### src/rtl/bshift_pkg.sv
package bshift_pkg;
  typedef enum logic [1:0] {
    OP_LSL = 2'b00,
    OP_LSR = 2'b01,
    OP_ASR = 2'b10,
    OP_ROR = 2'b11
  } shift_op_e;
endpackage

### src/rtl/bshift_amt_dec.sv
module bshift_amt_dec #(
  parameter int DATA_W = 32,
  parameter int AMT_W  = 8,
  localparam int SH_W  = $clog2(DATA_W)
) (
  input  logic [AMT_W-1:0] amt_i,
  output logic             zero_o,
  output logic             big_o,
  output logic [SH_W-1:0]  rot_o,
  output logic             rot_wrap_o
);
  assign zero_o     = (amt_i == '0);
  assign big_o      = (amt_i >= AMT_W'(DATA_W));
  assign rot_o      = amt_i[SH_W-1:0];
  // nonzero multiple of the width
  assign rot_wrap_o = !zero_o && (rot_o == '0);
endmodule

### src/rtl/bshift_datapath.sv
module bshift_datapath
  import bshift_pkg::*;
#(
  parameter int DATA_W = 32,
  parameter int AMT_W  = 8,
  localparam int SH_W  = $clog2(DATA_W)
) (
  input  logic [DATA_W-1:0] val_i,
  input  logic [AMT_W-1:0]  amt_i,
  input  shift_op_e         op_i,
  input  logic              carry_i,
  input  logic              zero_i,
  input  logic              big_i,
  input  logic [SH_W-1:0]   rot_i,
  input  logic              rot_wrap_i,
  output logic [DATA_W-1:0] res_o,
  output logic              carry_o
);
  logic        [DATA_W:0] ext_l, ext_r;
  logic signed [DATA_W:0] ext_a;
  logic        [AMT_W-1:0] amt_sat;
  logic        [DATA_W-1:0] rot_res;

  // one guard bit beside the word catches the last bit shifted out
  assign ext_l   = {1'b0, val_i} << amt_i;
  assign ext_r   = {val_i, 1'b0} >> amt_i;
  assign amt_sat = big_i ? AMT_W'(DATA_W) : amt_i;
  assign ext_a   = $signed({val_i, 1'b0}) >>> amt_sat;
  assign rot_res = DATA_W'({val_i, val_i} >> rot_i);

  always_comb begin
    res_o   = val_i;
    carry_o = carry_i;
    if (!zero_i) begin
      unique case (op_i)
        OP_LSL: begin res_o = ext_l[DATA_W-1:0]; carry_o = ext_l[DATA_W]; end
        OP_LSR: begin res_o = ext_r[DATA_W:1];   carry_o = ext_r[0];      end
        OP_ASR: begin res_o = ext_a[DATA_W:1];   carry_o = ext_a[0];      end
        default: begin
          res_o   = rot_res;
          carry_o = rot_wrap_i ? val_i[DATA_W-1] : val_i[rot_i - SH_W'(1)];
        end
      endcase
    end
  end
endmodule

### src/rtl/bshift_out_stage.sv
module bshift_out_stage #(
  parameter int DATA_W  = 32,
  parameter bit OUT_REG = 1'b1
) (
  input  logic              clk_i,
  input  logic              rst_ni,
  input  logic [DATA_W-1:0] res_i,
  input  logic              carry_i,
  output logic [DATA_W-1:0] res_o,
  output logic              carry_o
);
  if (OUT_REG) begin : g_reg
    always_ff @(posedge clk_i or negedge rst_ni) begin
      if (!rst_ni) begin
        res_o   <= '0;
        carry_o <= 1'b0;
      end else begin
        res_o   <= res_i;
        carry_o <= carry_i;
      end
    end
  end else begin : g_comb
    logic unused_clk;
    assign unused_clk = clk_i ^ rst_ni;
    assign res_o      = res_i;
    assign carry_o    = carry_i;
  end
endmodule

### src/rtl/bshift_carry.sv
module bshift_carry
  import bshift_pkg::*;
#(
  parameter int DATA_W  = 32,
  parameter int AMT_W   = 8,
  parameter bit OUT_REG = 1'b1,
  localparam int SH_W   = $clog2(DATA_W)
) (
  input  logic              clk_i,
  input  logic              rst_ni,
  input  logic [DATA_W-1:0] val_i,
  input  logic [DATA_W-1:0] amt_i,
  input  logic [1:0]        op_i,
  input  logic              carry_i,
  output logic [DATA_W-1:0] res_o,
  output logic              carry_o
);
  logic [AMT_W-1:0]  amt_b;
  logic              zero, big, rot_wrap;
  logic [SH_W-1:0]   rot;
  logic [DATA_W-1:0] res_c;
  logic              carry_c;
  logic              unused_hi;

  assign amt_b     = amt_i[AMT_W-1:0];
  assign unused_hi = ^amt_i[DATA_W-1:AMT_W];  // upper bits dropped

  bshift_amt_dec #(.DATA_W(DATA_W), .AMT_W(AMT_W)) u_dec (
    .amt_i(amt_b), .zero_o(zero), .big_o(big), .rot_o(rot), .rot_wrap_o(rot_wrap)
  );

  bshift_datapath #(.DATA_W(DATA_W), .AMT_W(AMT_W)) u_dp (
    .val_i(val_i), .amt_i(amt_b), .op_i(shift_op_e'(op_i)), .carry_i(carry_i),
    .zero_i(zero), .big_i(big), .rot_i(rot), .rot_wrap_i(rot_wrap),
    .res_o(res_c), .carry_o(carry_c)
  );

  bshift_out_stage #(.DATA_W(DATA_W), .OUT_REG(OUT_REG)) u_out (
    .clk_i(clk_i), .rst_ni(rst_ni), .res_i(res_c), .carry_i(carry_c),
    .res_o(res_o), .carry_o(carry_o)
  );

  if (OUT_REG) begin : g_chk
    p_zero_pass_r2: assert property (@(posedge clk_i) disable iff (!rst_ni)
      (amt_i[AMT_W-1:0] == '0) |=> (res_o == $past(val_i) && carry_o == $past(carry_i)));
    p_lsl_over_r4: assert property (@(posedge clk_i) disable iff (!rst_ni)
      (op_i == 2'b00 && amt_i[AMT_W-1:0] > AMT_W'(DATA_W)) |=> (res_o == '0 && !carry_o));
    p_lsr_full_r6: assert property (@(posedge clk_i) disable iff (!rst_ni)
      (op_i == 2'b01 && amt_i[AMT_W-1:0] == AMT_W'(DATA_W))
        |=> (res_o == '0 && carry_o == $past(val_i[DATA_W-1])));
    p_asr_sign_r7: assert property (@(posedge clk_i) disable iff (!rst_ni)
      (op_i == 2'b10 && amt_i[AMT_W-1:0] >= AMT_W'(DATA_W))
        |=> (res_o == {DATA_W{$past(val_i[DATA_W-1])}} && carry_o == $past(val_i[DATA_W-1])));
    p_ror_wrap_r9: assert property (@(posedge clk_i) disable iff (!rst_ni)
      (op_i == 2'b11 && amt_i[AMT_W-1:0] != '0 && amt_i[SH_W-1:0] == '0)
        |=> (res_o == $past(val_i) && carry_o == $past(val_i[DATA_W-1])));
    p_reset_clear_r10: assert property (@(posedge clk_i)
      !rst_ni |-> (res_o == '0 && !carry_o));
  end
endmodule

### config.mk
export PLATFORM = sky130hd
export DESIGN_NAME = bshift_carry
export DESIGN_NICKNAME = d
export VERILOG_FILES = /design/src/rtl/bshift_pkg.sv /design/src/rtl/bshift_amt_dec.sv /design/src/rtl/bshift_datapath.sv /design/src/rtl/bshift_out_stage.sv /design/src/rtl/bshift_carry.sv
export SDC_FILE = /design/constraint.sdc
export NUM_CORES = 1
export LEC_CHECK = 0
export ABC_AREA = 1
export BUFFER_PORTS_ARGS = -buffer_cell sky130_fd_sc_hd__buf_4
export CORE_MARGIN = 8
export CORE_UTILIZATION = 35
export CTS_CLUSTER_SIZE = 40
export DETAILED_ROUTE_END_ITERATION = 8
export PLACE_DENSITY = 0.51
export SKIP_LAST_GASP = 1
export SLEW_MARGIN = 20
export SYNTH_ARGS = -nofsm -noshare
export SYNTH_HDL_FRONTEND = slang
export SYNTH_SLANG_ARGS = --single-unit
export TNS_END_PERCENT = 30
### constraint.sdc
create_clock -name clk_i -period 0.8 [get_ports clk_i]
set_input_delay 0.12 -clock clk_i [delete_from_list [all_inputs] [get_ports clk_i]]
set_output_delay 0.12 -clock clk_i [all_outputs]
set_load 0.01 [all_outputs]
==> key figures <==
Status
  • Outcome: complete, but fails checks
  • Failing checks: setup timing

Clocking
  • Clk pin slew, worst setup/hold paths: 60 ps
  • Root Driver: clkbuf_16
  • TritonCTS clock tree: done
  • H-tree levels: 2
  • CTS Sinks: 33
  • Total CTS buffers: 5
  • Max Root-Sink Buffers: 2

Die
  • Num rows: 55
  • Core area: 22400 sq um
  • Die area: 27700 sq um
  • Initial Utilization: 0.353
  • Die width: 166 microns
  • IO Pins: 102
  • Die Span Y: 166 microns

Yosys
  • Mapped Avg Cell Area: 4.97 sq um
  • Cell variety after synth: 39
  • Ys Warns: 0
  • Post-Syn Area: 7910 sq um
  • Syn Inst Count: 1592
  • Mapped Nets: 1662
  • Post-synthesis register bit count: 33
  • Seq/Total Area, Yosys: 0.104

Route
  • Post-DRT Antenna Nets: 0
  • Vias: 13000
  • Post-route DRC violation count: 0
  • Routed WL: 51.4 mm
  • WL/cell: 23.5 microns
  • First drt pass iteration count: 6
  • Iteration-0 DRC count of the detailed router: 1761
  • Vias/cell: 5.93

Hold path
  • Worst Hold Class: in2reg

STA
  • FMAX: 0.584 GHz
  • Tcrit/Tclk final: 2.14
  • Fin crit period: 1710 ps
  • Worst setup margin: -911 ps
  • Final setup vio count: 66
  • Slew Viols, Final: 0
  • Slew @ Worst Pin: 546 ps
  • Final Hold Fails: 0
  • Rel. slew slack: 0.635
  • Hold WS: 97.3 ps
  • RSZ-0062 raised after global routing: true

Power
  • Power per cell area: 892 nW/um^2
  • Worst VDD drop: 687 uV
  • Final Power: 11.4 mW
  • Leakage power: 6.50 nW

Setup path
  • CP Capture Point: u_out.res_o[4]
  • Crit-path max FO: 23
  • Critical Path Source Type: primary input
  • Arr. time, crit path: 1920 ps
  • CP startpoint: amt_i[5]
  • Req. time, crit path: 1010 ps
  • Setup crit end kind: register
  • CP Class: in2reg

Flow run
  • Max-cap violation count: 0

Placement
  • Post-DP HPWL: 40.6 mm
  • Buffers on Ports: 77
  • GPL Wtd Cong: 1.06
  • Placement Setup Slack: -1340 ps

Final layout
  • Fill count: 2361
  • Layout Nets: 1972
  • Layout area overhead: 61.9%
  • Commonest non-fill, non-tap cell in the layout: nand2_1
  • Number of diodes: 0
  • Commonest cells after routing, fill and taps aside: nand2_1 (524), nand3_1 (339), buf_4 (336)
  • Fraction of layout cells with a size suffix above 1: 0.355

Global routing
  • Vias in the first global route: 12200
  • Total gr overflow: 0
  • Global-route wire length before repair: 74.7 mm
  • Initial antenna violation count: 0
  • Tot GR Track Use: 0.350
  • Largest net degree at the start of global routing: 38
==> worst max-delay path, stage by stage <==
cell and delay, ps:
buf_6 100, nor2_4 190, nand2_4 130, nor2_4 230, inv_2 170, buf_12 200, buf_4 140, nand3_1 90
nand3_1 80, nand3_1 100, nand3_2 90, nand2_1 90, nor2_2 50, nor2_1 140
==> layout make-up <==
class                      instances  area [sq um]  area share
inverter                         106           445      0.0348
clock inverter                     3          17.5     0.00137
tap                              285           357      0.0278
sequential                        33           826      0.0645
multi-input combinational       1347          7210       0.563
timing repair buffer             408          3830       0.299
clock buffer                       5           125     0.00977
timing repair inverter             1          6.26    0.000488
==> logic make-up after synthesis <==
group,synth area share
AOI/OAI and AO/OA,0.132
xor gates and xnor gates,0.00221
adders and majority gates,0.00158
buffers and inverters,0.117
DFF,0.104
muxes,0.00127
and+or+nand+nor,0.641
==> per-stage QoR <==
| stage | cell area, sq um | utilization | cells | setup TNS (ps) |
|---|---|---|---|---|
| 2_1_floorplan | 7970 | - | 1592 | -25620 |
| 3_3_place_gp | 11000 | 0.488 | 2138 | -41530 |
| 3_5_place_dp | 11000 | 0.488 | 2138 | -40670 |
| 4_1_cts | 12000 | 0.535 | 2176 | -30490 |
| 5_1_grt | 12800 | 0.571 | 2188 | -34600 |
| 6_report | 12800 | 0.571 | 2188 | -31380 |
==> sequential cells by signal (all words and copies together), names as in the netlist <==
register,flops
u_out.carry_o,1
u_out.res_o,32
==> Yosys cell counts <==
cell type | number | area share
and3_1 | 2 | 0.0016
or2_0 | 2 | 0.0016
inv_1 | 90 | 0.043
a21boi_0 | 1 | 0.00095
o21a_1 | 7 | 0.0066
nand2_2 | 1 | 0.00079
or2_1 | 2 | 0.0016
buf_2 | 36 | 0.023
nand3_1 | 452 | 0.29
a22oi_1 | 1 | 0.00095
xor2_1 | 1 | 0.0011
a31oi_1 | 9 | 0.0071
nand4_1 | 13 | 0.010
buf_1 | 14 | 0.0066
nor2_8 | 1 | 0.0025
inv_4 | 2 | 0.0016
nand3b_1 | 10 | 0.0095
ha_1 | 1 | 0.0016
o31ai_1 | 1 | 0.00095
nor3_1 | 1 | 0.00063
clkinv_1 | 2 | 0.00095
buf_6 | 4 | 0.0057
nor2_2 | 5 | 0.0040
or2_2 | 2 | 0.0016
inv_2 | 12 | 0.0057
o21ai_0 | 63 | 0.040
nor2_1 | 67 | 0.032
o22ai_1 | 4 | 0.0032
xnor2_1 | 1 | 0.0011
o211ai_1 | 23 | 0.022
nand2_4 | 2 | 0.0028
buf_4 | 14 | 0.013
mux2i_1 | 1 | 0.0013
a21oi_1 | 70 | 0.044
dfrtp_1 | 33 | 0.10
nor2_4 | 5 | 0.0071
o21ai_1 | 10 | 0.0063
clkbuf_1 | 38 | 0.018
nand2_1 | 589 | 0.28
==> where the power goes <==
group | internal (mW) | switching (mW) | total (mW) | leakage, nW
Clock | 1.15 | 0.898 | 2.04 | 0.0696
Sequential | 1.85 | 0.0951 | 1.94 | 0.421
Combinational | 2.93 | 4.51 | 7.44 | 6.00
Total | 5.92 | 5.50 | 11.4 | 6.50
==> worst min path at each step <==
stage / start / endpoint / slack, ps / depth (start not counted)
2_1_floorplan: rst_ni / u_out.carry_o / -180 / 0
3_3_place_gp: rst_ni / u_out.res_o[28] / 20 / 1
3_5_place_dp: rst_ni / u_out.res_o[28] / 20 / 1
4_1_cts: carry_i / u_out.carry_o / 100 / 4
5_1_grt: val_i[16] / u_out.res_o[16] / 120 / 3
6_report: carry_i / u_out.carry_o / 100 / 4
==> repair_timing <==
item / in CTS / in global routing
buffers inserted: 28 / 7
pin swaps: 46 / 42
endpoints found under the setup margin: 66 / 66
hold buffers: 1 / 0
cloned: 2 / 7
gates resized for setup: 173 / 147
endpoints found under the hold margin: 33 / 0
==> metal layers <==
layer,GRT usage,share of wire
met1,0.451,0.39
met2,0.555,0.43
met3,0.0670,0.11
met4,0.163,0.070
met5,0,0
(Power assumes the default switching activity.)
